## src/rtl/rxst_pkg.sv

```systemverilog
package rxst_pkg;
  localparam int unsigned FLAG_N = 3;
  localparam int unsigned F_PAR  = 0;
  localparam int unsigned F_FRM  = 1;
  localparam int unsigned F_OVR  = 2;

  // bit positions, indexed by flag number
  localparam int unsigned STAT_BIT [FLAG_N] = '{16, 17, 19};
  localparam int unsigned DET_BIT  [FLAG_N] = '{18, 17, 19};
  localparam int unsigned CLR_BIT  [FLAG_N] = '{2, 3, 5};

  localparam int unsigned RXEN_STAT_BIT = 15;
  localparam int unsigned RXEN_CLR_BIT  = 0;
  localparam int unsigned RXEN_SET_BIT  = 1;
  localparam int unsigned TXOVR_DET_BIT = 20;

  typedef enum logic [1:0] {
    SEL_NONE,
    SEL_CTRL,
    SEL_STAT,
    SEL_CMD
  } reg_sel_e;
endpackage

```

## src/rtl/asc_addr_dec.sv

```systemverilog
module asc_addr_dec
  import rxst_pkg::*;
#(
  parameter int unsigned ADDR_W   = 8,
  parameter logic [ADDR_W-1:0] CTRL_OFS = 8'h10,
  parameter logic [ADDR_W-1:0] STAT_OFS = 8'h14,
  parameter logic [ADDR_W-1:0] CMD_OFS  = 8'h18
) (
  input  logic [ADDR_W-1:0] addr,
  output reg_sel_e          sel
);
  always_comb begin
    if (addr == CTRL_OFS)      sel = SEL_CTRL;
    else if (addr == STAT_OFS) sel = SEL_STAT;
    else if (addr == CMD_OFS)  sel = SEL_CMD;
    else                       sel = SEL_NONE;
  end
endmodule

```

## src/rtl/asc_ctrl_reg.sv

```systemverilog
module asc_ctrl_reg #(
  parameter int unsigned DATA_W = 32,
  parameter logic [DATA_W-1:0] MASK = '0
) (
  input  logic              clk,
  input  logic              rst,
  input  logic              we,
  input  logic [DATA_W-1:0] wdata,
  output logic [DATA_W-1:0] q
);
  always_ff @(posedge clk) begin
    if (rst)     q <= '0;
    else if (we) q <= wdata & MASK;
  end
endmodule

```

## src/rtl/asc_flag_cell.sv

```systemverilog
module asc_flag_cell (
  input  logic clk,
  input  logic rst,
  input  logic det_en,
  input  logic evt,
  input  logic clr,
  output logic d,
  output logic q
);
  // a qualified event takes priority over a software clear
  always_comb begin
    if (evt && det_en) d = 1'b1;
    else if (clr)      d = 1'b0;
    else               d = q;
  end

  always_ff @(posedge clk) begin
    if (rst) q <= 1'b0;
    else     q <= d;
  end
endmodule

```

## src/rtl/asc_rxen_cell.sv

```systemverilog
module asc_rxen_cell (
  input  logic clk,
  input  logic rst,
  input  logic set_req,
  input  logic clr_req,
  output logic q
);
  // clear has priority over set
  always_ff @(posedge clk) begin
    if (rst)          q <= 1'b0;
    else if (clr_req) q <= 1'b0;
    else if (set_req) q <= 1'b1;
  end
endmodule

```

## src/rtl/rx_err_status.sv

```systemverilog
module rx_err_status
  import rxst_pkg::*;
#(
  parameter int unsigned ADDR_W = 8,
  parameter int unsigned DATA_W = 32,
  parameter logic [ADDR_W-1:0] CTRL_OFS = 8'h10,
  parameter logic [ADDR_W-1:0] STAT_OFS = 8'h14,
  parameter logic [ADDR_W-1:0] CMD_OFS  = 8'h18
) (
  input  logic              clk,
  input  logic              rst,
  input  logic              bus_wr,
  input  logic              bus_rd,
  input  logic [ADDR_W-1:0] bus_addr,
  input  logic [DATA_W-1:0] bus_wdata,
  output logic [DATA_W-1:0] bus_rdata,
  input  logic              par_err_stb,
  input  logic              frm_err_stb,
  input  logic              ovr_err_stb,
  output logic              rx_enabled,
  output logic              err_irq
);
  function automatic logic [DATA_W-1:0] ctrl_mask_f();
    logic [DATA_W-1:0] m;
    m = '0;
    for (int i = 0; i < int'(FLAG_N); i++) m[DET_BIT[i]] = 1'b1;
    m[TXOVR_DET_BIT] = 1'b1;
    return m;
  endfunction

  localparam logic [DATA_W-1:0] CTRL_MASK = ctrl_mask_f();

  reg_sel_e          sel;
  logic              wr_ctrl;
  logic              wr_cmd;
  logic [DATA_W-1:0] ctrl_q;
  logic [FLAG_N-1:0] evt;
  logic [FLAG_N-1:0] det_en;
  logic [FLAG_N-1:0] clr_req;
  logic [FLAG_N-1:0] flag_d;
  logic [FLAG_N-1:0] flag_q;
  logic              rx_en_q;
  logic [DATA_W-1:0] stat_w;

  asc_addr_dec #(
    .ADDR_W  (ADDR_W),
    .CTRL_OFS(CTRL_OFS),
    .STAT_OFS(STAT_OFS),
    .CMD_OFS (CMD_OFS)
  ) u_dec (
    .addr(bus_addr),
    .sel (sel)
  );

  assign wr_ctrl = bus_wr && (sel == SEL_CTRL);
  assign wr_cmd  = bus_wr && (sel == SEL_CMD);

  asc_ctrl_reg #(
    .DATA_W(DATA_W),
    .MASK  (CTRL_MASK)
  ) u_ctrl (
    .clk  (clk),
    .rst  (rst),
    .we   (wr_ctrl),
    .wdata(bus_wdata),
    .q    (ctrl_q)
  );

  assign evt[F_PAR] = par_err_stb;
  assign evt[F_FRM] = frm_err_stb;
  assign evt[F_OVR] = ovr_err_stb;

  for (genvar g = 0; g < int'(FLAG_N); g++) begin : g_flag
    assign det_en[g]  = ctrl_q[DET_BIT[g]];
    assign clr_req[g] = wr_cmd && bus_wdata[CLR_BIT[g]];

    asc_flag_cell u_cell (
      .clk   (clk),
      .rst   (rst),
      .det_en(det_en[g]),
      .evt   (evt[g]),
      .clr   (clr_req[g]),
      .d     (flag_d[g]),
      .q     (flag_q[g])
    );
  end

  asc_rxen_cell u_rxen (
    .clk    (clk),
    .rst    (rst),
    .set_req(wr_cmd && bus_wdata[RXEN_SET_BIT]),
    .clr_req(wr_cmd && bus_wdata[RXEN_CLR_BIT]),
    .q      (rx_en_q)
  );

  assign rx_enabled = rx_en_q;

  // interrupt registered from next-state flags, aligned with flag_q
  always_ff @(posedge clk) begin
    if (rst) err_irq <= 1'b0;
    else     err_irq <= |flag_d;
  end

  always_comb begin
    stat_w = '0;
    stat_w[RXEN_STAT_BIT] = rx_en_q;
    for (int i = 0; i < int'(FLAG_N); i++) stat_w[STAT_BIT[i]] = flag_q[i];
  end

  always_ff @(posedge clk) begin
    if (rst) begin
      bus_rdata <= '0;
    end else if (bus_rd) begin
      case (sel)
        SEL_CTRL: bus_rdata <= ctrl_q;
        SEL_STAT: bus_rdata <= stat_w;
        default:  bus_rdata <= '0;
      endcase
    end
  end
endmodule

```

## config.mk

```make
export PLATFORM = sky130hd
export DESIGN_NAME = rx_err_status
export DESIGN_NICKNAME = d
export VERILOG_FILES = /design/src/rtl/rxst_pkg.sv /design/src/rtl/asc_addr_dec.sv /design/src/rtl/asc_ctrl_reg.sv /design/src/rtl/asc_flag_cell.sv /design/src/rtl/asc_rxen_cell.sv /design/src/rtl/rx_err_status.sv
export SDC_FILE = /design/constraint.sdc
export NUM_CORES = 1
export LEC_CHECK = 0
export ABC_CLOCK_PERIOD_IN_PS = 2200
export BUFFER_PORTS_ARGS = -buffer_cell sky130_fd_sc_hd__buf_2
export CORE_MARGIN = 2
export CORE_UTILIZATION = 38
export DETAILED_ROUTE_END_ITERATION = 8
export PLACE_DENSITY = 0.89
export SLEW_MARGIN = 20
export SYNTH_ARGS = -nofsm -noshare
export SYNTH_HDL_FRONTEND = slang
export SYNTH_SLANG_ARGS = --single-unit
```

## constraint.sdc

```tcl
create_clock -name clk -period 2.2 [get_ports clk]
set_input_delay 0.44 -clock clk [delete_from_list [all_inputs] [get_ports clk]]
set_output_delay 0.44 -clock clk [all_outputs]
set_load 0.05 [all_outputs]
```

==> run_results.csv <==
group,metric,value,unit
run_status,status,"completed",
setup_path,worst-path-max-fanout,6,
finish,area_growth,11.49,%
setup_path,timing.critical_path.arrival,1.61,ns
finish,seqCellArea,300.3,um^2
finish,fin_area,934.6,um^2
global_route,antenna_found_initial,0,
detailed_routing,routedWlPerCell,10.86,um
finish,nets,171,
detailed_routing,route.met3.wl,114,um
logic_synthesis,synth_top_family_by_area,"buffers and inverters",
pwr,power.leakage,0.4423,nW
detailed_routing,drt_first_pass_iters,4,
logic_synthesis,yosys-top-cells-area,"dfxtp_1 (36%), buf_4 (25%), mux2i_1 (4.8%), a21oi_1 (4.2%), nor2_1 (4.0%)",
global_route,grt.overflow.total,0,
setup_path,cp-end-kind,"flop",
logic_synthesis,synth_area_leader_cell,"dfxtp_1",
global_route,grt_pass1_wl,2594,um
global_route,grt_max_degree,16,
clocking,clkTransAtPathRegs,0.09,ns
finish,fillers,226,
timing,timing.final.ws_setup,0.7648,ns
clocking,cts_hold_buf,0,
logic_synthesis,synth_top_area_frac,0.3582,
pwr,power_density,604.4,nW/um^2
worst_hold_path,hold_class,"in -> reg",
setup_path,critPathLaunchType,"input port",
clocking,insertion_delay,0.29,ns
timing,slew_violations,0,
timing,setup_tns,0,ns
finish,layout-drive-gt1-share,0.3008,
logic_synthesis,async_flop_share,0,
run,cap_violations,0,
clocking,cts_setup_buffers,0,
pwr,ir_worst_vdd,233.9,uV
logic_synthesis,synthMuxAreaShare,0.07463,
worst_hold_path,hold_depth,2,
detailed_routing,drtIter0Drc,6,
logic_synthesis,synth_compound_area_frac,0.08657,
clocking,htree_levels,1,
setup_path,worst_r2r_endpoint,"err_irq$_SDFF_PP0_",
setup_path,cp.required,2.37,ns
detailed_routing,wl_met1,665,um
global_route,grt.total_usage,0.1330,
clocking,cts_buffer_depth,2,
setup_path,reg2reg_from,"g_flag[0].u_cell.q$_SDFF_PP0_",
logic_synthesis,postSynthCellCount,92,
detailed_routing,drt_wl_total,1640,um
timing,hold_slack,0.3223,ns
logic_synthesis,synth_ff_type,"dfxtp_1",
clocking,clock_sinks,15,
timing,rsz0062_at_grt,"no",
logic_synthesis,yosysUniqueCellTypes,22,
detailed_routing,ant_nets,0,
die,die-height,50.97,um
clocking,post_cts_resize_count,0,
timing,finalHoldViolations,0,
clocking,cts_tree,"done",
placed_design,placed_cell_area,908.4,um^2
worst_hold_path,hold_end,"u_rxen.q$_SDFFE_PP0P_",
placed_design,hpwl,1278,um
placed_design,io_buffers,31,
logic_synthesis,synth_area,838.3,um^2
placed_design,globalplace.congestion,0.7803,
die,dieArea,2598,um^2
finish,multiInputGateArea,417.9,um^2
setup_path,ff2ff_path_depth,3,
timing,setup_viol,0,
timing,fmax,696.8,MHz
timing,period_share,0.6524,
detailed_routing,via_per_inst,4.470,
timing,skew,0.006152,ns
logic_synthesis,synthXorXnorAreaFrac,0,
setup_path,path_class,"in -> reg",
logic_synthesis,synthSimpleGateAreaFrac,0.2209,
detailed_routing,remaining_drc_errors,0,
die,initial_utilization,0.3902,
logic_synthesis,synth-adder-area-share,0,
logic_synthesis,synth_edf_count,0,
placed_design,dpl_worst_slack,0.4971,ns
worst_hold_path,min_from,"bus_wdata[0]",
logic_synthesis,yosysWarningCount,0,
logic_synthesis,yosysSeqAreaShare,0.3582,
logic_synthesis,synth.most_common_cell,"buf_4",
die,core-area,2148,um^2
detailed_routing,highest_layer,"met4",
setup_path,ff2ff_setup_slack,1.22,ns
die,ios,81,
timing,period_minus_slack,1.435,ns
die,rows,17,
logic_synthesis,ys_seq_elements,15,
detailed_routing,wl_met2,839,um
logic_synthesis,synthTopCellsByCount,"buf_4 (28), dfxtp_1 (15), nor2_1 (9)",
die,die_x,50.97,um
clocking,cts_buffers,3,
finish,diodes,0,
clocking,cts-root-buf,"clkbuf_4",
logic_synthesis,synth.avg_cell_area,9.112,um^2
detailed_routing,vias,675,
global_route,first_global_vias,624,
[registers in the layout, summed over array words and instances, names as in the netlist]
| signal | flops |
|---|---|
| err_irq | 1 |
| u_ctrl.q | 4 |
| bus_rdata | 6 |
| u_rxen.q | 1 |
| g_flag.u_cell.q | 3 |
[power breakdown]
| group | leakage (nW) | switching, mW | total [mW] | internal [mW] |
|---|---|---|---|---|
| sequential | 0.121 | 0.000136 | 0.272 | 0.271 |
| clock | 0.0150 | 0.0879 | 0.158 | 0.0705 |
| combinational | 0.307 | 0.115 | 0.135 | 0.0197 |
[logic make-up (layout without fill, tap and decap cells)]
logic type	after synthesis	count (layout)
DFF	15	15
buffers and inverters	29	35
and+or+nand+nor	29	29
other	1	26
AOI/OAI and AO/OA	12	12
muxes	6	6
[area by class of cell]
type | instances | share of cell area
multi-input cells | 73 | 0.4471
repair buffers | 31 | 0.1660
well taps | 28 | 0.03748
clock buffers | 4 | 0.02811
flip-flops and latches | 15 | 0.3213
[critical path, cell delays in order]
cell,delay [ns]
buf_2,0.12
nor4_4,0.39
and3b_1,0.39
mux2i_1,0.22
nor2_1,0.06
[stage by stage]
stage               power (mW)  cells  utilization
global route            0.5894    151       0.4351
CTS                     0.5694    151       0.4351
detailed placement      0.4115    147       0.4228
finish                  0.5649    151       0.4351
floorplan               0.4195    117            -
global placement        0.4104    147       0.4228
[layout by cell type, fill, tap and decap left out, types with 2 or more instances in the layout]
| master | instances |
|---|---|
| nand3b_1 | 2 |
| mux2_2 | 2 |
| a22oi_1 | 2 |
| clkbuf_4 | 3 |
| nor2_1 | 9 |
| nand2b_1 | 4 |
| conb_1 | 26 |
| a21oi_1 | 7 |
| nand3_1 | 3 |
| nand4_1 | 2 |
| dfxtp_1 | 15 |
| mux2i_1 | 4 |
| nor2b_1 | 4 |
| buf_2 | 31 |
[how the worst max path moves through the flow]
stage | from | to | cells after the start
4_1_cts | bus_addr[7] | u_ctrl.q[18]$_SDFFE_PP0P_ | 5
3_5_place_dp | bus_addr[7] | u_ctrl.q[18]$_SDFFE_PP0P_ | 5
2_1_floorplan | bus_addr[7] | u_ctrl.q[17]$_SDFFE_PP0P_ | 5
5_1_grt | bus_addr[7] | u_ctrl.q[18]$_SDFFE_PP0P_ | 5
3_3_place_gp | bus_addr[7] | u_ctrl.q[19]$_SDFFE_PP0P_ | 5
6_report | bus_addr[7] | u_ctrl.q[18]$_SDFFE_PP0P_ | 5
[per-layer routing]
| layer | track usage | vias to the layer above |
|---|---|---|
| met3 | 0.02924 | 3 |
| met5 | 0 | - |
| met1 | 0.1511 | 310 |
| li1 | - | 331 |
| met2 | 0.2273 | 31 |
| met4 | 0.07658 | 0 |
Note: power is estimated with default switching activity, not from simulation.
